[src/rtl/xcvr_pkg.sv]
package xcvr_pkg;
  localparam int unsigned XCVR_W = 18;

  typedef enum logic [1:0] {
    CELL_PASS = 2'd0,
    CELL_KEEP = 2'd1,
    CELL_LOAD = 2'd2
  } cell_mode_t;
endpackage

[src/rtl/xcvr_bus_hold.sv]
module xcvr_bus_hold #(
  parameter int unsigned W = 18
) (
  input  logic         clk,
  input  logic         rst_n,
  input  logic         drv,
  input  logic [W-1:0] pin,
  output logic [W-1:0] val
);
  logic [W-1:0] held_q;
  logic [W-1:0] held_d;

  always_comb begin
    held_d = held_q;
    if (drv) held_d = pin;
  end

  always_ff @(posedge clk or negedge rst_n) begin
    if (!rst_n) held_q <= '0;
    else        held_q <= held_d;
  end

  assign val = drv ? pin : held_q;

  assert_hold_shown_R8: assert property (@(posedge clk) disable iff (!rst_n)
    !drv |-> (val == held_q));
  assert_hold_capture_R8: assert property (@(posedge clk) disable iff (!rst_n)
    drv |=> (held_q == $past(pin)));
endmodule

[src/rtl/xcvr_store_cell.sv]
module xcvr_store_cell
  import xcvr_pkg::*;
#(
  parameter int unsigned W = 18
) (
  input  logic         clk,
  input  logic         rst_n,
  input  logic         le,
  input  logic         sclk,
  input  logic [W-1:0] d,
  output logic [W-1:0] q
);
  logic         sclk_q;
  logic [W-1:0] q_r;
  logic [W-1:0] q_d;
  logic         fall;
  cell_mode_t   mode;

  assign fall = sclk_q & ~sclk;

  always_comb begin
    if (le)        mode = CELL_PASS;
    else if (fall) mode = CELL_LOAD;
    else           mode = CELL_KEEP;
  end

  always_comb begin
    unique case (mode)
      CELL_PASS, CELL_LOAD: q_d = d;
      default:              q_d = q_r;
    endcase
  end

  always_ff @(posedge clk or negedge rst_n) begin
    if (!rst_n) begin
      sclk_q <= 1'b0;
      q_r    <= '0;
    end else begin
      sclk_q <= sclk;
      q_r    <= q_d;
    end
  end

  assign q = q_r;

  assert_pass_R2: assert property (@(posedge clk) disable iff (!rst_n)
    le |=> (q == $past(d)));
  assert_keep_R3: assert property (@(posedge clk) disable iff (!rst_n)
    (!le && !(sclk_q && !sclk)) |=> (q == $past(q)));
  assert_load_R4: assert property (@(posedge clk) disable iff (!rst_n)
    (!le && sclk_q && !sclk) |=> (q == $past(d)));
endmodule

[src/rtl/bidir_xcvr.sv]
module bidir_xcvr
  import xcvr_pkg::*;
#(
  parameter int unsigned W = XCVR_W
) (
  input  logic         clk,
  input  logic         rst_n,
  input  logic [W-1:0] a_in,
  input  logic         a_drv,
  output logic [W-1:0] a_out,
  output logic         a_oe,
  input  logic [W-1:0] b_in,
  input  logic         b_drv,
  output logic [W-1:0] b_out,
  output logic         b_oe,
  input  logic         ab_le,
  input  logic         ab_clk,
  input  logic         ab_oe,
  input  logic         ba_le,
  input  logic         ba_clk,
  input  logic         ba_oe,
  output logic         contention
);
  localparam int unsigned NDIR = 2;

  // index 0: A to B, index 1: B to A
  logic [NDIR-1:0][W-1:0] src_pin, src_val, cell_q, dst_data;
  logic [NDIR-1:0]        src_drv, le_v, sclk_v, oe_v;

  assign src_pin = {b_in, a_in};
  assign src_drv = {b_drv, a_drv};
  assign le_v    = {ba_le, ab_le};
  assign sclk_v  = {ba_clk, ab_clk};
  assign oe_v    = {ba_oe, ab_oe};

  for (genvar i = 0; i < NDIR; i++) begin : g_dir
    xcvr_bus_hold #(.W(W)) u_hold (
      .clk(clk), .rst_n(rst_n), .drv(src_drv[i]),
      .pin(src_pin[i]), .val(src_val[i])
    );
    xcvr_store_cell #(.W(W)) u_cell (
      .clk(clk), .rst_n(rst_n), .le(le_v[i]), .sclk(sclk_v[i]),
      .d(src_val[i]), .q(cell_q[i])
    );
    assign dst_data[i] = oe_v[i] ? cell_q[i] : '0;
  end

  assign b_out      = dst_data[0];
  assign b_oe       = oe_v[0];
  assign a_out      = dst_data[1];
  assign a_oe       = oe_v[1];
  assign contention = &oe_v;

  assert_quiet_b_R6: assert property (@(posedge clk) disable iff (!rst_n)
    !b_oe |-> (b_out == '0));
  assert_quiet_a_R6: assert property (@(posedge clk) disable iff (!rst_n)
    !a_oe |-> (a_out == '0));
  assert_clash_R9: assert property (@(posedge clk) disable iff (!rst_n)
    contention |-> (a_oe && b_oe));
endmodule

[config.mk]
export PLATFORM = sky130hd
export DESIGN_NAME = bidir_xcvr
export DESIGN_NICKNAME = d
export VERILOG_FILES = /design/src/rtl/xcvr_pkg.sv /design/src/rtl/xcvr_bus_hold.sv /design/src/rtl/xcvr_store_cell.sv /design/src/rtl/bidir_xcvr.sv
export SDC_FILE = /design/constraint.sdc
export NUM_CORES = 1
export LEC_CHECK = 0
export ABC_AREA = 1
export BUFFER_PORTS_ARGS = -buffer_cell sky130_fd_sc_hd__clkbuf_2
export CAP_MARGIN = 30
export CORE_MARGIN = 4
export CORE_UTILIZATION = 50
export CTS_CLUSTER_DIAMETER = 80
export DETAILED_ROUTE_END_ITERATION = 8
export GPL_TIMING_DRIVEN = 0
export PLACE_DENSITY = 0.76
export SETUP_SLACK_MARGIN = 0.5
export SKIP_LAST_GASP = 1
export SYNTH_ARGS = -nofsm -noshare
export SYNTH_HDL_FRONTEND = slang
export SYNTH_HIERARCHICAL = 1
export SYNTH_SLANG_ARGS = --single-unit
[constraint.sdc]
create_clock -name clk -period 1.15 [get_ports clk]
set_clock_uncertainty 0.05 [all_clocks]
set_input_delay 0.23 -clock clk [delete_from_list [all_inputs] [get_ports clk]]
set_output_delay 0.23 -clock clk [all_outputs]
set_load 0.01 [all_outputs]
Word-level counts from Yosys, hierarchy flattened
Cells that the tools add are included.
{"block": "word_totals", "ff_bits": 74, "in_bits": 46, "out_inout_bits": 39}
{"block": "op_classes", "eq_ne": 2, "n_mux": 8, "bitwise_logic": 4, "n_reduce_logical": 5}
{"operator": "18-bit two-way mux", "count": 4}
{"operator": "2-bit two-way mux", "count": 4}
{"operator": "2-bit equality test (second input constant)", "count": 2}
{"operator": "2-bit zero test", "count": 2}
{"operator": "2-bit OR reduction", "count": 2}
{"operator": "1-bit AND", "count": 2}
{"operator": "1-bit inverter", "count": 2}
{"operator": "2-bit AND reduction", "count": 1}

Depth between registers and ports, before layout
Gate-level depths: netlist (run 1).
{"block": "logic_depth", "ltp_word": 6, "ltp_mapped": 7}

Cells and area by module
The synthesis (run 1) kept the hierarchy.
{"module": "xcvr_store_cell", "instances": 2, "cells_per_inst": 80, "area_per_inst_um2": 760.7, "seq_area_each_um2": 475.5}
{"module": "xcvr_bus_hold", "instances": 2, "cells_per_inst": 76, "area_per_inst_um2": 710.7, "seq_area_each_um2": 450.4}
{"module": "bidir_xcvr", "instances": 1, "cells_per_inst": 80, "area_per_inst_um2": 355.3, "seq_area_each_um2": 0.0}

Worst setup path before layout (run 1)
No wires, ideal clock.
{"block": "synth_timing", "path_type": "register to register", "from": "reg g_dir[0].u_cell.sclk_q", "to": "reg g_dir[0].u_cell.q_r[0]", "setup_time_ns": 0.116, "arrival_ns": 0.794, "t_required_ns": 0.984, "path_slack_ns": 0.189, "stages_incl_launch_ff": 6, "path_buffers": 1, "synth_period_minus_slack_ns": 0.961, "cell_sequence": "dfrtp_1 -> nand2_4 -> nand2_4 -> buf_8 -> nand2_1 -> nand2_1"}
{"block": "synth_via", "elab_chain_len": 5}
{"element": "start, declared", "line": "xcvr_store_cell.sv:13", "source": "logic sclk_q;"}
{"element": "start signal, assigned", "line": "xcvr_store_cell.sv:39", "source": "sclk_q <= sclk;"}
{"element": "1-bit AND *", "line": "xcvr_store_cell.sv:19", "source": "assign fall = sclk_q & ~sclk;"}
{"element": "2-bit two-way mux *", "line": "xcvr_store_cell.sv:23", "source": "else if (fall) mode = CELL_LOAD;"}
{"element": "2-bit two-way mux *", "line": "xcvr_store_cell.sv:22", "source": "if (le) mode = CELL_PASS;"}
{"element": "2-bit equality test or 2-bit zero test (tied branches)", "line": "xcvr_store_cell.sv:28", "source": "unique case (mode)"}
{"element": "2-bit OR reduction *", "line": "xcvr_store_cell.sv:28"}
{"element": "end signal, assigned", "line": "xcvr_store_cell.sv:40", "source": "q_r <= q_d;"}
{"element": "end, declared", "line": "xcvr_store_cell.sv:14", "source": "logic [W-1:0] q_r;"}
Mark *: on every way between the ends. The rest lies on a longest branch, timed or not.
A chain may end at the register's enable or synchronous reset.

Worst setup path after layout (run 1)
{"block": "layout_timing", "from": "reg g_dir[0].u_cell.q_r[13]", "to": "out b_out[13]"}
{"block": "layout_via", "elab_chain_len": 1}
{"element": "18-bit two-way mux", "line": "bidir_xcvr.sv:45", "source": "assign dst_data[i] = oe_v[i] ? cell_q[i] : '0;"}
{"element": "end, declared", "line": "bidir_xcvr.sv:14", "source": "output logic [W-1:0] b_out,"}
Every way passes these cells.

==> results of run 1 <==
==> worst max-delay path, stage by stage, from the launching register on <==
cell,delay [ns]
sky130_fd_sc_hd__dfrtp_1,0.43
sky130_fd_sc_hd__nand2_4,0.09
sky130_fd_sc_hd__inv_2,0.03
sky130_fd_sc_hd__buf_6,0.11
==> cell families (layout without fill, tap and decap cells) <==
kind of cell           Yosys count  after routing  synth area share
buffers and inverters           61            207            0.1142
DFF                             74             74            0.5615
and+or+nand+nor                257            257            0.3244
==> routing by layer <==
layer,track usage,vias up
met5,0,-
met4,0.08390,0
met3,0.03963,26
met2,0.4072,101
met1,0.2599,1485
li1,-,1451
==> final cells by class <==
cell class / count / area share
Sequential cell: 74 / 0.3508
Clock inverter: 6 / 0.01517
Clock buffer: 10 / 0.02607
Multi-Input combinational cell: 257 / 0.3084
Buffer: 18 / 0.05096
Timing Repair Buffer: 130 / 0.1970
Tap cell: 77 / 0.01825
Inverter: 43 / 0.03342
==> where the power goes <==
group          switching (W)  internal, W  total, W  leakage (nW)
logic               0.000846     0.000796   0.00164          1.94
clock network       0.000956      0.00127   0.00222         0.116
registers           0.000165      0.00287   0.00303         0.910
==> metrics by stage <==
step                setup TNS, ns  instance area [um2]  worst slack, ns  hold WS, ns    util
global route               -4.651                 5279          -0.1714      -0.1968  0.8266
finish                     -2.826                 5279          -0.1288      -0.2074  0.8266
CTS                        -3.151                 4761          -0.1099      -0.2133  0.7455
floorplan                       0                 3451           0.2002      -0.1156       -
detailed placement              0                 3978          0.08818       0.1556  0.6228
global placement           -58.23                 3948          -0.7915       0.3026  0.6181
==> worst paths after layout <==
kind                            cells past startpoint                              endpoint  slack, ns
worst max register to register                      5      g_dir[0].u_cell/q[7]$_DFFE_PN0P_       0.09
min in group clk                                    1      g_dir[1].u_cell/sclk_q$_DFF_PN0_      -0.04
worst min register to register                      2  g_dir[0].u_hold/held_q[15]$_DFF_PN0_       0.43
worst min-delay path                                1     g_dir[0].u_cell/q[12]$_DFFE_PN0P_      -0.21
worst max-delay path                                3                             b_out[13]      -0.13
max in group asynchronous                           2  g_dir[1].u_hold/held_q[12]$_DFF_PN0_       0.69
==> registers in the layout (all words and copies together), names as in the netlist <==
signal / cells
g_dir.u_hold/held_q: 36
g_dir.u_cell/q: 36
g_dir.u_cell/sclk_q: 2
==> layout by cell type (no fill, tap or decap) <==
cell type                   count
sky130_fd_sc_hd__nand2_8        2
sky130_fd_sc_hd__nand3_1        8
sky130_fd_sc_hd__inv_1          2
sky130_fd_sc_hd__bufinv_16      2
sky130_fd_sc_hd__dfrtp_1       74
sky130_fd_sc_hd__buf_12         7
sky130_fd_sc_hd__nand3_4        2
sky130_fd_sc_hd__clkbuf_8      10
sky130_fd_sc_hd__clkinv_2       4
sky130_fd_sc_hd__clkbuf_2      58
sky130_fd_sc_hd__buf_6         34
sky130_fd_sc_hd__buf_16         3
sky130_fd_sc_hd__inv_8          2
sky130_fd_sc_hd__clkbuf_4       1
sky130_fd_sc_hd__nand2_2      100
sky130_fd_sc_hd__buf_4         36
sky130_fd_sc_hd__inv_2         39
sky130_fd_sc_hd__buf_8          9
sky130_fd_sc_hd__nand3_2       26
sky130_fd_sc_hd__nand2_1       95
sky130_fd_sc_hd__nand2_4       24
==> what timing repair did <==
action                                 4_1_cts  5_1_grt
setup buffers                               23       22
endpoints found under the hold margin       28       28
pin swaps                                   91       35
setup endpoints to repair                  103      111
gates resized for setup                     97       97
gates cloned                                 4        0
==> impl_metrics.py, run 1 <==
metrics = {
    "logic_synthesis": {
        "synthMostInstantiatedCell": "sky130_fd_sc_hd__nand2_1",
        "synth.distinct_cells": 12,
        "yosys_warnings": 6,
        "post_synth_inst_count": 392,
        "synth_edf_count": 0,
        "synth.largest_area_cell": "sky130_fd_sc_hd__dfrtp_1",
        "synth_top_cells_by_area": "sky130_fd_sc_hd__dfrtp_1, sky130_fd_sc_hd__nand2_1, sky130_fd_sc_hd__nand3_1",
        "postSynth.topFlopCell": "sky130_fd_sc_hd__dfrtp_1",
        "post_synth_most_frequent_cells": "sky130_fd_sc_hd__nand2_1, sky130_fd_sc_hd__dfrtp_1, sky130_fd_sc_hd__inv_1",
        "synth_nets": 438,
        "yosysSeqAreaShare": 0.5615,
        "post-synth-top-area-fraction": 0.5615,
        "syn_area_per_cell_um2": 8.414,
        "ys_ff_latch": 74,
        "mappedNetlistArea_um2": 3298,
        "postSynth.asyncResetShare": 1.000,
    },
    "placed_design": {
        "portBuffers": 80,
        "routabilityCongestion": 0.7443,
        "placed_cells": 550,
        "hpwlAfterDp_um": 5062,
    },
    "cells_and_area": {
        "layout.filler_cells": 390,
        "multi_input_area_um2": 1628,
        "layout.cells.non_filler": 615,
        "post_route_cells_drive_above_1_share": 0.6673,
        "design.final.nets": 579,
        "num_antenna_cells": 0,
        "syn2layout_area_growth_pct": 60.05,
        "layout.area.seq_um2": 1852,
    },
    "die": {
        "die-height_um": 89.22,
        "core_region_area_um2": 6386,
        "initial_utilization": 0.5165,
        "io_pins": 85,
        "die_width_um": 89.22,
        "fp.dieArea_um2": 7959,
        "core.rowCount": 29,
    },
    "timing": {
        "final.min_clock_period_ns": 1.279,
        "setup_violations": 36,
        "finalHoldViolCount": 28,
        "worst_path_setup_slack_after_routing_ns": -0.1288,
        "max_slew_margin": 0.7315,
        "worst_hold_slack_ns": -0.2074,
        "timing_max_transition_violations_final": 0,
        "worst_slew_pin_slew_ns": 0.4028,
        "fraction_of_the_cycle_the_final_worst_path_needs": 1.112,
        "maximum_frequency_from_static_timing_analysis_mhz": 782.0,
        "rsz0062_at_grt": "true",
    },
    "worst_setup_path": {
        "worst_r2r_startpoint": "g_dir[0].u_cell/sclk_q$_DFF_PN0_",
        "crit_path_start_kind": "flip-flop",
        "worst-path-max-fanout": 2,
        "worst-endpoint-required_ns": 0.87,
        "worstSetupStartpoint": "g_dir[0].u_cell/q[13]$_DFFE_PN0P_",
        "timing.critical_path.arrival_ns": 1.00,
        "critical_path.endpoint_type": "output port",
        "worstSetupPathType": "flip-flop to output port",
    },
    "power_and_ir_drop": {
        "fin_total_pwr_w": 0.006898,
        "peak_vdd_ir_uv": 1228,
        "power_per_standard_cell_area_nw_per_um2": 1307,
        "power.leakage_nw": 2.962,
    },
    "drt": {
        "top_routing_layer_in_use": "met4",
        "drt_drc_violations_left": 0,
        "wl_per_cell_um": 15.64,
        "route.antenna.remaining_nets": 0,
        "vias": 3063,
        "dr.first_iter.drc_count": 81,
        "wl_met2_um": 5433,
        "met3_length_um": 484,
        "drt-vias-per-instance": 4.980,
        "drt_pass1_iterations": 4,
        "met1Wirelength_um": 3429,
        "totalWireLength_um": 9619,
    },
    "grt": {
        "grt_pass1_vias": 2966,
        "grt.overflow.total": 0,
        "globalRouteTotalUtil": 0.2231,
        "grt_first_pass_wirelength_um": 13570,
        "largest_net_degree_at_the_start_of_global_routing": 49,
        "number_of_antenna_violations_at_the_first_check_in_global_routing": 0,
    },
    "min_path": {
        "worstHoldPathType": "primary input to asynchronous set/reset pin",
    },
    "clocking": {
        "numCtsBuffers": 9,
        "number_of_sinks_on_the_clock_net": 74,
        "root_cell_of_the_clock_tree": "sky130_fd_sc_hd__clkbuf_8",
        "cts-root-to-sink-buffers": 2,
        "clock_tree_from_tritoncts": "done",
        "htree_num_levels": 3,
        "path_clk_slew_ns": 0.07,
        "clkLatencyLatePin_ns": 0.34,
    },
    "run_status": {
        "run_status": "complete, but fails checks",
        "failed_checks": "hold timing, setup timing",
    },
    "run": {
        "max_cap_viol_count": 0,
    },
}
No activity file was read; power rests on OpenSTA's default activity.
==> run 2: changes to the inputs <==
- SKIP_LAST_GASP: 1 -> default
==> run 2 against run 1 <==
- the flow still finishes with violations (hold timing, setup timing)
- clock-buffer cell count unchanged
- cell area down 1.3%
- sequential power barely moved
- critical endpoint is now a_out[3]
- critical path type unchanged
- combinational power about the same
- sequential share of layout area grew 0.46 points
- total power is 0.46% lower
- setup slack better by 0.020 ns
==> impl_metrics.py, run 2 (same netlist as run 1, synthesis figures left out) <==
metrics = {
    "run_status": {
        "run_status": "complete, but fails checks",
        "failed_checks": "hold timing, setup timing",
    },
    "worst_setup_path": {
        "timing.critical_path.buf_inv": 2,
        "critical_path.endpoint_type": "output port",
        "cp_cell_sequence": "nand2_1 -> inv_2 -> clkbuf_2",
        "worst-path-max-fanout": 2,
        "max_stage_delay_ns": 0.40,
        "timing.critical_path.arrival_ns": 0.98,
        "path_delay_family": "flip-flops",
        "reg2reg_slack_ns": 0.10,
        "crit_path_start_kind": "flip-flop",
        "critPathSlowestCell": "sky130_fd_sc_hd__dfrtp_1",
        "worstSetupPathType": "flip-flop to output port",
        "worst-endpoint-required_ns": 0.87,
    },
    "grt": {
        "grt.overflow.total": 0,
        "grt_first_pass_wirelength_um": 13630,
        "grt_pass1_vias": 2990,
        "largest_net_degree_at_the_start_of_global_routing": 49,
        "number_of_antenna_violations_at_the_first_check_in_global_routing": 0,
        "globalRouteTotalUtil": 0.2237,
    },
    "cells_and_area": {
        "layout.cells.non_filler": 609,
        "layout.core_utilization": 0.8158,
        "finish.instance_area_um2": 5210,
        "final_common_cell": "sky130_fd_sc_hd__nand2_2",
        "mostFrequentLayoutCells": "sky130_fd_sc_hd__nand2_2, sky130_fd_sc_hd__nand2_1, sky130_fd_sc_hd__dfrtp_1, sky130_fd_sc_hd__clkbuf_2, sky130_fd_sc_hd__inv_2",
        "design.final.nets": 573,
        "syn2layout_area_growth_pct": 57.97,
        "layout.filler_cells": 384,
        "post_route_cells_drive_above_1_share": 0.6654,
        "num_antenna_cells": 0,
    },
    "drt": {
        "totalWireLength_um": 9438,
        "drt_drc_violations_left": 0,
        "drt_pass1_iterations": 4,
        "drt-vias-per-instance": 4.970,
        "vias": 3027,
        "dr.first_iter.drc_count": 76,
        "wl_per_cell_um": 15.50,
        "route.antenna.remaining_nets": 0,
    },
    "min_path": {
        "worstHoldPathType": "primary input to asynchronous set/reset pin",
    },
    "clocking": {
        "clkLatencyLatePin_ns": 0.34,
        "numCtsBuffers": 9,
        "root_cell_of_the_clock_tree": "sky130_fd_sc_hd__clkbuf_8",
        "path_clk_slew_ns": 0.08,
        "htree_num_levels": 3,
        "clock_tree_from_tritoncts": "done",
        "cts-root-to-sink-buffers": 2,
        "number_of_sinks_on_the_clock_net": 74,
    },
    "power_and_ir_drop": {
        "power_per_standard_cell_area_nw_per_um2": 1318,
        "switching_share": 0.2850,
        "power.leakage_nw": 2.921,
        "switching_power_w": 0.001956,
        "comb_power_share": 0.234,
        "internal_power_w": 0.004909,
        "p_clk_frac": 0.324,
        "power.share.sequential": 0.442,
        "peak_vdd_ir_uv": 1263,
    },
    "timing": {
        "maximum_frequency_from_static_timing_analysis_mhz": 794.4,
        "worst_path_setup_slack_after_routing_ns": -0.1089,
        "timing_max_transition_violations_final": 0,
        "setup_violations": 36,
        "rsz0062_at_grt": "true",
        "max_slew_margin": 0.7317,
        "final.min_clock_period_ns": 1.259,
        "worst_slew_pin_slew_ns": 0.4025,
        "finalHoldViolCount": 28,
        "fraction_of_the_cycle_the_final_worst_path_needs": 1.095,
        "worst_hold_slack_ns": -0.2104,
    },
    "placed_design": {
        "portBuffers": 80,
        "placement.setup.worst_slack_ns": 0.08818,
        "hpwlAfterDp_um": 5062,
        "placed_cell_area_um2": 3978,
        "routabilityCongestion": 0.7443,
        "placed_cells": 550,
    },
    "die": {
        "fp.dieArea_um2": 7959,
        "io_pins": 85,
        "initial_utilization": 0.5165,
        "die_width_um": 89.22,
        "die-height_um": 89.22,
        "core.rowCount": 29,
        "core_region_area_um2": 6386,
    },
    "run": {
        "max_cap_viol_count": 0,
    },
}
## run 2: changes by cell type in the layout (fill, tap and decap cells not counted), sizes merged
cell    previous run  this run
clkbuf            69        70
buf               89        82
## run 2: worst paths after layout
| kind | from | end | cells after the start |
|---|---|---|---|
| worst max-delay path | g_dir[1].u_cell/q[3]$_DFFE_PN0P_ | a_out[3] | 3 |
| worst min-delay path | rst_n | g_dir[0].u_hold/held_q[2]$_DFF_PN0_ | 1 |
| worst max register to register | g_dir[0].u_cell/sclk_q$_DFF_PN0_ | g_dir[0].u_cell/q[7]$_DFFE_PN0P_ | 5 |
| worst min register to register | g_dir[1].u_hold/held_q[1]$_DFF_PN0_ | g_dir[1].u_hold/held_q[1]$_DFF_PN0_ | 2 |
| max in group asynchronous | rst_n | g_dir[1].u_cell/q[0]$_DFFE_PN0P_ | 2 |
| min in group clk | ba_clk | g_dir[1].u_cell/sclk_q$_DFF_PN0_ | 1 |
## run 2: through the flow
step                      setup TNS (ns)  total power (W)
final                             -2.849         0.006866
after global routing              -4.604         0.007184
after CTS                         -3.139         0.006564
after detailed placement               0         0.004068
after global placement            -58.23         0.004020
after floorplan                        0         0.003689
## run 2: layer usage
metal | up-vias | wire length [um] | global-route usage
met5 | - | 0 | 0
met4 | 0 | 185 | 0.08660
met3 | 23 | 491 | 0.04055
met2 | 85 | 5301 | 0.4059
met1 | 1482 | 3459 | 0.2611
li1 | 1437 | - | -
## run 2: timing repair
action / 4_1_cts / 5_1_grt
setup endpoints to repair: 103 / 111
gates resized for setup: 105 / 84
pin swaps: 98 / 33
buffers inserted: 23 / 16
hold endpoints to repair: 28 / 28
gates cloned: 4 / 0
## run 2: final cells by class
class / count / area (um2) / area share
Sequential cell: 74 / 1852 / 0.3554
Multi-Input combinational cell: 257 / 1623 / 0.3115
Timing Repair Buffer: 124 / 975.9 / 0.1873
Buffer: 18 / 269.0 / 0.05163
Inverter: 43 / 176.4 / 0.03386
Clock buffer: 10 / 137.6 / 0.02642
Tap cell: 77 / 96.34 / 0.01849
Clock inverter: 6 / 80.08 / 0.01537
## run 2: power groups by stage
stage               Sequential, W  Combinational, W  Clock, W
floorplan                 0.00304          0.000650         0
global placement          0.00306          0.000962         0
detailed placement        0.00307          0.000999         0
CTS                       0.00302           0.00130   0.00224
global route              0.00305           0.00174   0.00239
finish                    0.00303           0.00161   0.00222
